==> config.mk <==
export PLATFORM = sky130hd
export DESIGN_NAME = spi_latch_ctrl
export DESIGN_NICKNAME = d
export VERILOG_FILES = /design/src/rtl/spi_latch_pkg.sv /design/src/rtl/spi_edge_sync.sv /design/src/rtl/spi_rx_frame.sv /design/src/rtl/spi_tx_status.sv /design/src/rtl/spi_latch_ctrl.sv
export SDC_FILE = /design/constraint.sdc
export NUM_CORES = 1
export LEC_CHECK = 0
export ABC_AREA = 0
export BUFFER_PORTS_ARGS = -buffer_cell sky130_fd_sc_hd__clkbuf_2
export CAP_MARGIN = 10
export CORE_UTILIZATION = 59
export DETAILED_ROUTE_END_ITERATION = 8
export PLACE_DENSITY = 0.82
export SLEW_MARGIN = 25
export SYNTH_ARGS = -nofsm -noshare
export SYNTH_HDL_FRONTEND = slang
export SYNTH_SLANG_ARGS = --single-unit
==> constraint.sdc <==
create_clock -name clk -period 4.95 [get_ports clk]
set_clock_uncertainty 0.15 [all_clocks]
set_input_delay 0.7425 -clock clk [delete_from_list [all_inputs] [get_ports clk]]
set_output_delay 0.7425 -clock clk [all_outputs]
set_load 0.02 [all_outputs]
==> src/rtl/spi_latch_pkg.sv <==
package spi_latch_pkg;

    typedef enum logic [1:0] {
        ST_IDLE    = 2'd0,
        ST_FRAME   = 2'd1,
        ST_QUALIFY = 2'd2
    } link_state_t;

endpackage

==> src/rtl/spi_edge_sync.sv <==
// Multi-bit level synchroniser; each bit passes through STAGES flops.
module spi_edge_sync #(
    parameter int              W       = 3,
    parameter int              STAGES  = 2,
    parameter logic [W-1:0]    RST_VAL = '0
) (
    input  logic         clk,
    input  logic         rst_n,
    input  logic [W-1:0] din,
    output logic [W-1:0] level
);

    logic [W-1:0] pipe [STAGES];

    always_ff @(posedge clk or negedge rst_n) begin
        if (!rst_n) begin
            for (int s = 0; s < STAGES; s++) pipe[s] <= RST_VAL;
        end else begin
            pipe[0] <= din;
            for (int s = 1; s < STAGES; s++) pipe[s] <= pipe[s-1];
        end
    end

    assign level = pipe[STAGES-1];

endmodule

==> src/rtl/spi_rx_frame.sv <==
// Command shift register plus modulo bit counter with a sticky nonzero flag.
module spi_rx_frame #(
    parameter int WIDTH = 8
) (
    input  logic             clk,
    input  logic             rst_n,
    input  logic             clear,
    input  logic             shift_en,
    input  logic             din,
    output logic [WIDTH-1:0] data,
    output logic             frame_ok
);

    localparam int             CW   = (WIDTH > 1) ? $clog2(WIDTH) : 1;
    localparam logic [CW-1:0]  LAST = CW'(WIDTH - 1);

    logic [CW-1:0] cnt;
    logic          any_bit;

    always_ff @(posedge clk or negedge rst_n) begin
        if (!rst_n) begin
            data    <= '0;
            cnt     <= '0;
            any_bit <= 1'b0;
        end else if (clear) begin
            cnt     <= '0;
            any_bit <= 1'b0;
        end else if (shift_en) begin
            data    <= {data[WIDTH-2:0], din};
            any_bit <= 1'b1;
            cnt     <= (cnt == LAST) ? '0 : cnt + 1'b1;
        end
    end

    assign frame_ok = any_bit && (cnt == '0);

endmodule

==> src/rtl/spi_tx_status.sv <==
// Status shifter: loads at frame start, advances on rising serial edges
// once the first falling edge has been seen.
module spi_tx_status #(
    parameter int WIDTH = 8
) (
    input  logic             clk,
    input  logic             rst_n,
    input  logic             load,
    input  logic [WIDTH-1:0] status,
    input  logic             arm,
    input  logic             step,
    output logic             dout
);

    logic [WIDTH-1:0] sh;
    logic             armed;

    always_ff @(posedge clk or negedge rst_n) begin
        if (!rst_n) begin
            sh    <= '0;
            armed <= 1'b0;
        end else if (load) begin
            sh    <= status;
            armed <= 1'b0;
        end else begin
            if (arm) armed <= 1'b1;
            if (step && armed) sh <= {sh[WIDTH-2:0], 1'b0};
        end
    end

    assign dout = sh[WIDTH-1];

endmodule

==> src/rtl/spi_latch_ctrl.sv <==
module spi_latch_ctrl
    import spi_latch_pkg::*;
#(
    parameter int CH_W        = 8,
    parameter int SYNC_STAGES = 2
) (
    input  logic            clk,
    input  logic            rst_n,
    input  logic            reset_req,
    input  logic            low_supply,
    input  logic            cs_n,
    input  logic            sclk,
    input  logic            mosi,
    input  logic [CH_W-1:0] status_in,
    output logic            miso,
    output logic            miso_oe,
    output logic [CH_W-1:0] drive_out
);

    localparam int          IN_W    = 3;
    localparam logic [IN_W-1:0] IN_RST = IN_W'(1);

    logic [IN_W-1:0] in_lvl;
    logic            cs_s, sclk_s, mosi_s;
    logic            cs_prev, sclk_prev;
    logic            cs_fall, cs_rise, sclk_fall, sclk_rise;
    logic            force_clr;

    link_state_t     state, state_nx;
    logic            frame_start, in_frame, rx_shift, tx_step, latch_we;
    logic [CH_W-1:0] rx_data;
    logic            frame_ok;

    spi_edge_sync #(
        .W      (IN_W),
        .STAGES (SYNC_STAGES),
        .RST_VAL(IN_RST)
    ) u_sync (
        .clk  (clk),
        .rst_n(rst_n),
        .din  ({mosi, sclk, cs_n}),
        .level(in_lvl)
    );

    assign cs_s   = in_lvl[0];
    assign sclk_s = in_lvl[1];
    assign mosi_s = in_lvl[2];

    always_ff @(posedge clk or negedge rst_n) begin
        if (!rst_n) begin
            cs_prev   <= 1'b1;
            sclk_prev <= 1'b0;
        end else begin
            cs_prev   <= cs_s;
            sclk_prev <= sclk_s;
        end
    end

    assign cs_fall   = cs_prev & ~cs_s;
    assign cs_rise   = ~cs_prev & cs_s;
    assign sclk_fall = sclk_prev & ~sclk_s;
    assign sclk_rise = ~sclk_prev & sclk_s;
    assign force_clr = reset_req | low_supply;

    // State register
    always_ff @(posedge clk or negedge rst_n) begin
        if (!rst_n)         state <= ST_IDLE;
        else if (force_clr) state <= ST_IDLE;
        else                state <= state_nx;
    end

    // Transitions
    always_comb begin
        state_nx = state;
        unique case (state)
            ST_IDLE:    if (cs_fall) state_nx = ST_FRAME;
            ST_FRAME:   if (cs_rise) state_nx = ST_QUALIFY;
            ST_QUALIFY: state_nx = ST_IDLE;
            default:    state_nx = ST_IDLE;
        endcase
    end

    // State outputs
    always_comb begin
        frame_start = (state == ST_IDLE) && cs_fall && !force_clr;
        in_frame    = (state == ST_FRAME);
        rx_shift    = in_frame && sclk_fall;
        tx_step     = in_frame && sclk_rise;
        latch_we    = (state == ST_QUALIFY) && frame_ok;
        miso_oe     = in_frame;
    end

    spi_rx_frame #(.WIDTH(CH_W)) u_rx (
        .clk     (clk),
        .rst_n   (rst_n),
        .clear   (frame_start | force_clr),
        .shift_en(rx_shift),
        .din     (mosi_s),
        .data    (rx_data),
        .frame_ok(frame_ok)
    );

    spi_tx_status #(.WIDTH(CH_W)) u_tx (
        .clk   (clk),
        .rst_n (rst_n),
        .load  (frame_start),
        .status(status_in),
        .arm   (rx_shift),
        .step  (tx_step),
        .dout  (miso)
    );

    always_ff @(posedge clk or negedge rst_n) begin
        if (!rst_n)         drive_out <= '0;
        else if (force_clr) drive_out <= '0;
        else if (latch_we)  drive_out <= rx_data;
    end

endmodule

==> flow_metrics.env <==
export IMPL_ir_drop_mv=0.275
export IMPL_hold_path_class="flip-flop to flip-flop"
export IMPL_fin_tns_setup_ns=0
export IMPL_start_util=0.616
export IMPL_cts_htree_levels=2
export IMPL_routed_via_density=5.93
export IMPL_rows=19
export IMPL_period_needed_ns=2.46
export IMPL_clk_latency_ns=0.34
export IMPL_cp_arrival_ns=2.55
export IMPL_drt_initial_drc_count=59
export IMPL_synth_fa_ha_area_frac=0.0223
export IMPL_drv_slew=0
export IMPL_synth_top_family_by_area="simple AND/OR/NAND/NOR gates"
export IMPL_powerDensity_nw_per_um2=298
export IMPL_synth_simple_area_share=0.148
export IMPL_setup_viol=0
export IMPL_relSlewSlack=0.451
export IMPL_gp_congestion=0.762
export IMPL_worst_pin_slew_ns=0.824
export IMPL_synth_xor_area_share=0
export IMPL_syn_cell_area_um2=1680
export IMPL_gr_total_overflow=0
export IMPL_numCtsBuffers=5
export IMPL_clk_path_buf_depth=2
export IMPL_grt_pass1_vias=1189
export IMPL_ys_seq_area_frac=0.582
export IMPL_startpoint_type="flip-flop"
export IMPL_cts_sinks=39
export IMPL_die_w_um=55.4
export IMPL_synthDistinctLibCells=34
export IMPL_holdBufCountCts=0
export IMPL_p_leak_nw=0.817
export IMPL_avgSynthCellArea_um2=11.5
export IMPL_fmax_mhz=406
export IMPL_io_buffers=24
export IMPL_antenna_found_initial=0
export IMPL_endpoint_kind="flip-flop"
export IMPL_fin_nets=185
export IMPL_drt_pre_antenna_iters=4
export IMPL_die_height_um=55.4
export IMPL_worstPathRequired_ns=5.04
export IMPL_syn_instance_count=146
export IMPL_root_buffer="clkbuf_4"
export IMPL_area_growth_pct=10.1
export IMPL_totalWireLength_mm=2.96
export IMPL_cts_setup_buffers=0
export IMPL_layout_common_cells="dfrtp_1 (36), clkbuf_2 (23), o21ai_0 (15), nand3_1 (15), a21oi_1 (9)"
export IMPL_synth_top_area_cell="dfrtp_1"
export IMPL_grt_pass1_wl_mm=5.14
export IMPL_path_clk_slew_ns=0.11
export IMPL_synthesis_nets=164
export IMPL_grt_use_total=0.219
export IMPL_rsz0062_at_grt="false"
export IMPL_cts_tree="built"
export IMPL_synth_mux_area_frac=0.0832
export IMPL_drc=0
export IMPL_path_class="flip-flop to flip-flop"
export IMPL_wl_per_cell_um=14.9
export IMPL_final_common_cell="dfrtp_1"
export IMPL_synth_compound_area_share=0.119
export IMPL_cts_resized=0
export IMPL_vias=1181
export IMPL_grt_max_degree=40
export IMPL_synth_top_area_frac=0.535
export IMPL_yosysWarnings=0
export IMPL_cap_violations=0
export IMPL_ys_seq_elements=39
export IMPL_fin_crit_sh=0.497
export IMPL_post_route_util=0.678
export IMPL_status="finished clean"
export IMPL_ios=25
export IMPL_dieArea_um2=3070
export IMPL_dp_hpwl_mm=2.14
export IMPL_insertedDiodeCount=0
export IMPL_core_area_um2=2730
export IMPL_drive_gt1_frac=0.280
export IMPL_antenna_left=0
export IMPL_synthTopCellsByArea="dfrtp_1 (53%), mux2_4 (7.1%), dfstp_2 (4.7%), nand3_1 (4.5%), o21ai_0 (4.5%)"
export IMPL_cp_max_fo=15
export IMPL_hold_viol_final=0
export IMPL_num_fill_cells=217
metal layers:
| metal | track usage | up-vias | wire, um |
|---|---|---|---|
| li1 | - | 570 | - |
| met1 | 0.281 | 566 | 1240 |
| met2 | 0.346 | 38 | 1530 |
| met3 | 0.0539 | 7 | 152 |
| met4 | 0.111 | 0 | 44 |
| met5 | 0 | - | 0 |
report_power, final:
group	leakage, nW	switching (mW)	internal (mW)
Sequential	0.498	0.0132	0.340
Clock	0.0282	0.0970	0.0548
Combinational	0.291	0.0272	0.0201
Total	0.817	0.137	0.415
final cells by class:
cell class | count | area (um^2) | area share
timing repair buffer | 24 | 120 | 0.0648
clock inverter | 2 | 12.5 | 0.00675
sequential | 39 | 980 | 0.528
inverter | 6 | 22.5 | 0.0121
clock buffer | 6 | 41.3 | 0.0223
tap | 31 | 38.8 | 0.0209
multi-input combinational | 91 | 639 | 0.345
synthesized netlist by cell type (all sizes together):
master	number
nor2	7
o221ai	1
nand2	1
and3	2
mux2i	2
and4b	1
buf	6
nand4b	1
ha	3
or4b	1
nand4bb	1
nor3	7
clkbuf	4
nor2b	1
dfstp	3
a31oi	7
dfrtp	36
inv	6
nand3b	1
o41ai	1
a21oi	9
nand3	15
nand2b	1
mux2	8
o21ai	16
o21a	1
nor4bb	2
or2	2
path summary, 6_finish.rpt:
kind / startpoint / endpoint / slack [ns] / cells after the start
min in group asynchronous: rst_n / u_tx.sh[4]$_DFFE_PN0P_ / 0.33 / 1
worst min-delay path: u_sync.pipe[5]$_DFF_PN0_ / u_sync.level[2]$_DFF_PN0_ / 0.21 / 0
worst max-delay path: state[1]$_DFFE_PN0P_ / u_rx.data[2]$_DFFE_PN0P_ / 2.49 / 3
max in group asynchronous: rst_n / u_rx.cnt[0]$_DFFE_PN0P_ / 3.79 / 1
worst max register to register: state[1]$_DFFE_PN0P_ / u_rx.data[2]$_DFFE_PN0P_ / 2.49 / 3
worst min register to register: u_sync.pipe[5]$_DFF_PN0_ / u_sync.level[2]$_DFF_PN0_ / 0.21 / 0
cell families (layout without fill, tap and decap cells):
| group | count (synthesis) | in the layout |
|---|---|---|
| adder cells (fa/ha/maj) | 3 | 3 |
| AO/OA/AOI/OAI | 35 | 35 |
| flip-flops | 39 | 39 |
| multiplexers | 10 | 10 |
| buffers and inverters | 16 | 38 |
| AND/OR/NAND/NOR | 43 | 43 |
flip-flops by register name (all words and copies together) (netlist names):
| register | flops |
|---|---|
| cs_prev | 1 |
| drive_out | 8 |
| sclk_prev | 1 |
| state | 2 |
| u_rx.any_bit | 1 |
| u_rx.cnt | 3 |
| u_rx.data | 8 |
| u_sync.level | 3 |
| u_sync.pipe | 3 |
| u_tx.armed | 1 |
| u_tx.sh | 8 |
critical path, cell delays in order (launching register included):
cell and delay (ns):
dfrtp_1 0.57, nor4bb_2 0.73, and3_1 0.57, mux2_4 0.35
per-stage QoR:
step | power, mW | setup slack [ns] | instance area (um^2) | instances | hold WS (ns)
floorplan | 0.386 | 3.01 | 1680 | 146 | 0.181
global placement | 0.403 | 2.36 | 1790 | 191 | 0.183
detailed placement | 0.407 | 2.19 | 1790 | 191 | 0.186
CTS | 0.559 | 2.22 | 1850 | 199 | 0.211
global route | 0.582 | 2.35 | 1850 | 199 | 0.222
finish | 0.553 | 2.49 | 1850 | 199 | 0.209
Power figures use the tool's default switching activity.
